`config.mk`:
```
export PLATFORM = sky130hd
export DESIGN_NAME = rotperiod_apb
export DESIGN_NICKNAME = d
export VERILOG_FILES = /design/src/rtl/rotperiod_apb.sv
export SDC_FILE = /design/constraint.sdc
export NUM_CORES = 1
export LEC_CHECK = 0
export BUFFER_PORTS_ARGS = -buffer_cell sky130_fd_sc_hd__buf_2
export CAP_MARGIN = 15
export CORE_MARGIN = 2
export CORE_UTILIZATION = 45
export CTS_CLUSTER_SIZE = 10
export DETAILED_ROUTE_END_ITERATION = 12
export PLACE_DENSITY_LB_ADDON = 0.15
export SYNTH_ARGS = -nofsm -noshare
export SYNTH_HDL_FRONTEND = slang
export SYNTH_SLANG_ARGS = --single-unit
export TNS_END_PERCENT = 20
```
`constraint.sdc`:
```
create_clock -name pclk -period 2.3 [get_ports pclk]
set_input_delay 0.115 -clock pclk [delete_from_list [all_inputs] [get_ports pclk]]
set_output_delay 0.115 -clock pclk [all_outputs]
set_load 0.01 [all_outputs]
```
`src/rtl/rotperiod_apb.sv`:
```
`timescale 1ns/1ps
module rotperiod_apb #(
  parameter int TW = 32,
  parameter int AW = 8
) (
  input  logic          pclk,
  input  logic          presetn,
  input  logic          psel,
  input  logic          penable,
  input  logic          pwrite,
  input  logic [AW-1:0] paddr,
  input  logic [31:0]   pwdata,
  output logic [31:0]   prdata,
  output logic          pready,
  input  logic          sensor_in,
  output logic          irq
);
  localparam int SEL_BIT = 2;

  logic          s1, s2, s3;
  logic          cap_edge;
  logic [TW-1:0] timer, cap;
  logic          ien, pend, ovr;
  logic          ctrl_wr;

  assign cap_edge = s2 & ~s3;
  assign ctrl_wr  = psel & penable & pwrite & paddr[SEL_BIT];
  assign pready   = 1'b1;
  assign irq      = pend & ien;
  assign prdata   = paddr[SEL_BIT] ? {29'b0, ovr, pend, ien} : 32'(cap);

  always_ff @(posedge pclk) begin
    if (!presetn) begin
      s1 <= 1'b0; s2 <= 1'b0; s3 <= 1'b0;
    end else begin
      s1 <= sensor_in; s2 <= s1; s3 <= s2;
    end
  end

  always_ff @(posedge pclk) begin
    if (!presetn) begin
      timer <= '0;
      cap   <= '0;
    end else if (cap_edge) begin
      timer <= '0;
      cap   <= timer + TW'(1);
    end else begin
      timer <= timer + TW'(1);
    end
  end

  always_ff @(posedge pclk) begin
    if (!presetn) begin
      ien  <= 1'b0;
      pend <= 1'b0;
      ovr  <= 1'b0;
    end else begin
      if (ctrl_wr) begin
        ien <= pwdata[0];
        if (pwdata[1]) pend <= 1'b0;
        if (pwdata[2]) ovr  <= 1'b0;
      end
      if (cap_edge) begin
        pend <= 1'b1;
        if (pend) ovr <= 1'b1;
      end
    end
  end
endmodule

```
# After elaboration in Yosys (flattened, before gate mapping)
# Cells that the tools add are included.
# W data, S select, Z words.
dict set report totals {
  n_memories 0
  latch_bits 0
  word_cells 28
  regBits 70
  rom_bits 0
  mem_bits_rw 0
  inputBits 46
}
dict set report op_classes {
  n_reduce_logical 4
  eq_ne 0
  n_lt_le_gt_ge 0
  n_mul 0
  n_div 0
  muxes 8
  bitwise 7
  add_sub_neg 1
  n_shift 0
}
# op count
set op_table {}
lappend op_table {{$add A32 B1 Y32 const B} 1}
lappend op_table {{$mux W32} 1}
lappend op_table {{$mux W1} 7}
lappend op_table {{$and A1 B1 Y1} 5}
lappend op_table {{$reduce_bool A2 Y1} 2}
lappend op_table {{$not A1 Y1} 2}
lappend op_table {{$reduce_and A2 Y1} 1}
lappend op_table {{$reduce_or A2 Y1} 1}

# Longest topological paths before layout
dict set report logic_depth {
  depth_word 6
  ltp_mapped 6
  depth_no_buf 5
}

# Least setup slack after synthesis
# Ideal clock, no wire load.
dict set report synth_path {
  path_kind {reg2reg}
  start {reg timer[0]}
  end {reg cap[16]}
  setup_time_ps 74
  t_required_ps 2226
  t_arrival_ps 1960
  synth_period_minus_slack_ps 2034
  path_slack_ps 266
  path_stages_with_launch 7
  n_path_buf 1
  cell_sequence {dfxtp_1 ha_1 clkbuf_1 nand4_1 or3_1 or4_1 a31oi_1}
}
dict set report synth_via {
  elab_chain_len 1
}
# item line_no
set synth_rtl {}
lappend synth_rtl {{start: declaration} 22} ;# logic [TW-1:0] timer, cap;
lappend synth_rtl {{start signal: assignment} 48} ;# timer <= timer + TW'(1);
lappend synth_rtl {{$add A32 B1 Y32} 46} ;# cap <= timer + TW'(1);
lappend synth_rtl {{end signal: assignment} 46}
lappend synth_rtl {{end: declaration} 22}
# No other way between the ends.
# A chain may end at the register's enable or synchronous reset.

# Final worst setup path
dict set report layout_path {
  start {reg timer[5]}
  end {reg cap[26]}
}
# The elaborated chain is that of the path after synthesis.

==> results.yml <==
synth:
  synth_top_area_share_pct: 46.3
  synth_common_cells: "dfxtp_1 (70), o21ai_0 (32), nor2b_1 (30)"
  synth.avg_cell_area_sq_um: 8.70
  synthDistinctLibCells: 36
  synthArstFlopShare_pct: 0
  synth_ff_type: "dfxtp_1"
  yosys_warnings: 0
  netlist_instances: 348
  seq_area_frac_synth_pct: 46.3
  ys_seq_elements: 70
  yosysTopAreaCell: "dfxtp_1"
  yosysMostFrequentCell: "dfxtp_1"
  synth-edff-count: 0
  syn_area_sq_um: 3030
  synth_nets: 395
  yosys-top-cells-area: "dfxtp_1 (46%), nor2b_1 (6.2%), o21ai_0 (5.3%), a21oi_1 (4.3%), nor2_1 (3.2%)"
pwr:
  swShare_pct: 24.2
  seqPwrFrac_pct: 53.3
  peakVddDrop_mv: 0.336
  combPwrFrac_pct: 6.3
  internal_power_mw: 1.80
  p_clk_share_pct: 40.4
  leakagePower_nw: 1.29
  switchingPower_uw: 573
  p_per_area_nw_per_um2: 682
sta:
  slew_headroom_pct: 64.4
  rsz0062_at_grt: "false"
  hold_viol: 0
  period_share_pct: 92.4
  tns_ns: 0
  period_needed_ns: 2.12
  final-setup-viol-count: 0
  tightest_slew_ns: 0.532
  final-max-slew-violation-count: 0
  fmax_ghz: 0.471
  timing.hold.ws_ns: 0.0229
  skew_ns: 0.00631
floorplan:
  rows: 29
  start_util_pct: 47.2
  core_area_sq_um: 6420
  num_io_pins: 80
  dieHeight_microns: 86.0
  die-area_sq_um: 7400
  die_x_microns: 86.0
flow_run:
  cap_violations: 0
critical_path:
  cp.required_ns: 2.57
  timing.critical_path.buf_inv: 0
  critPathMaxFanout: 19
  crit_slowest_cell: "or4_4"
  critPathCaptureType: "flip-flop"
  criticalPathCategory: "flip-flop to flip-flop"
  critPathMaxStageDelay_ns: 0.68
  arrival_ns: 2.39
  crit_path_frequent_cell: "or4_4"
  path_cells: "nand4_4, or4_4, or4_4, a31oi_1"
  crit_path_start_kind: "flip-flop"
  critPathTopFamily: "simple AND/OR/NAND/NOR gates"
  r2r_slack_ns: 0.18
cts:
  clock_path_buffers: 2
  clk_pin_slew_ns: 0.08
  htreeDepth: 3
  post_cts_buffers: 0
  insertion_delay_ns: 0.34
  cts_resized: 0
  tritoncts: "done"
  cts.sinks: 70
  cts-root-buf: "clkbuf_8"
  tritoncts.num_buffers: 9
  ctsHoldBuffers: 1
global_route:
  grt_pass1_wl_mm: 10.6
  gr-max-usage-layer: "met2"
  gr-usage-met1_pct: 25.5
  grt_max_degree: 43
  use_met3_pct: 3.46
  grt_overflow: 0
  first_global_vias: 2253
  met2_usage_pct: 27.0
  grt.total_usage_pct: 18.2
  antenna_found_initial: 0
final_layout:
  fin_util_pct: 54.2
  layout.nets: 429
  area_growth_pct: 14.8
  fin_area_sq_um: 3480
  drive_above_1_share_pct: 18.9
  fillers: 614
  diodes: 0
hold_path:
  min_path_type: "primary input to flip-flop"
routing:
  antenna_left: 0
  via_per_inst: 5.58
  drt_first_pass_iters: 4
  drtIter0Drc: 159
  drcViolationCount: 0
  avgRoutedWirePerCell_microns: 13.9
  num_vias: 2590
  routed_wl_mm: 6.44
placement:
  gp_congestion: 0.761
  post_dp_cell_area_sq_um: 3280
  dp.final_hpwl_mm: 4.31
  port_buffers: 42
outcome:
  outcome: "complete, no violations"
[state kept, by name, indices dropped and copies added, names as in the netlist]
| name | count |
|---|---|
| cap | 32 |
| timer | 32 |
| ien | 1 |
| ovr | 1 |
| pend | 1 |
| s1 | 1 |
| s2 | 1 |
| s3 | 1 |
[kinds of logic (layout without fill, tap and decap cells)]
kind of cell / after synthesis / count (layout) / share of synthesized area, %
and+or+nand+nor: 139 / 139 / 26.6
muxes: 4 / 4 / 1.45
xor gates and xnor gates: 12 / 12 / 3.47
DFF: 70 / 70 / 46.3
adders and majority gates: 1 / 1 / 0.413
other: 1 / 1 / 0.124
buffers and inverters: 30 / 69 / 4.38
AOI/OAI and AO/OA: 91 / 91 / 17.3
[worst register-to-register path, delay by kind of cell, from the launching register on]
family           cells  cell delay [ns]
AND/OR/NAND/NOR      3             1.43
flip-flops           1             0.45
AO/OA/AOI/OAI        1             0.17
[layout by cell type, fill, tap and decap left out, types with 2 or more instances in the layout]
| cell | count |
|---|---|
| nor2b_1 | 29 |
| a311oi_1 | 3 |
| and2_1 | 6 |
| buf_2 | 42 |
| nor3_1 | 2 |
| a31oi_1 | 15 |
| clkinv_2 | 4 |
| clkbuf_8 | 9 |
| buf_4 | 4 |
| or4_4 | 4 |
| a211oi_1 | 7 |
| mux2_2 | 3 |
| xnor2_1 | 6 |
| nor2_1 | 26 |
| nand2_1 | 18 |
| inv_1 | 5 |
| nand4_1 | 12 |
| or4_1 | 7 |
| o21ai_0 | 32 |
| or3_1 | 12 |
| a21oi_1 | 26 |
| clkinvlp_4 | 2 |
| and3_1 | 4 |
| nor4_1 | 2 |
| and4_1 | 6 |
| nand3_1 | 7 |
| dfxtp_1 | 70 |
| o31ai_1 | 7 |
| xor2_1 | 6 |
[power by group through the flow]
| stage | sequential [mW] | combinational (mW) | clock, mW |
|---|---|---|---|
| after global placement | 1.29 | 0.147 | 0 |
| final | 1.26 | 0.149 | 0.958 |
| after detailed placement | 1.29 | 0.149 | 0 |
| after floorplan | 1.29 | 0.100 | 0 |
| after global routing | 1.27 | 0.166 | 1.03 |
| after CTS | 1.27 | 0.151 | 0.976 |
[layout make-up]
type / count / area [sq um] / share of cell area [%]
repair buffers: 48 / 270 / 7.77
well taps: 77 / 96.3 / 2.77
inverters: 5 / 18.8 / 0.540
flip-flops and latches: 70 / 1400 / 40.3
clock buffers: 9 / 124 / 3.56
multi-input cells: 248 / 1500 / 43.2
clock inverters: 7 / 65.1 / 1.87
[path summary, 6_finish.rpt]
| path | cells past startpoint | startpoint | end |
|---|---|---|---|
| worst max register to register | 4 | timer[5] | cap[26] |
| worst max-delay path | 4 | timer[5] | cap[26] |
| worst min register to register | 1 | s1 | s2 |
| worst min-delay path | 3 | pwdata[0] | ien |
[through the flow]
| step | worst slack [ns] | std cells | power (mW) |
|---|---|---|---|
| after CTS | 0.169 | 464 | 2.39 |
| after detailed placement | 0.191 | 447 | 1.44 |
| after global routing | 0.0574 | 464 | 2.47 |
| after global placement | 0.231 | 447 | 1.44 |
| final | 0.176 | 464 | 2.37 |
| after floorplan | 0.266 | 348 | 1.39 |
[layer usage]
layer / share of wire [%] / up-vias
li1: - / 1321
met1: 51 / 1208
met2: 43 / 50
met3: 4.1 / 11
met4: 1.9 / 0
met5: 0 / -
Power figures use the tool's default switching activity.
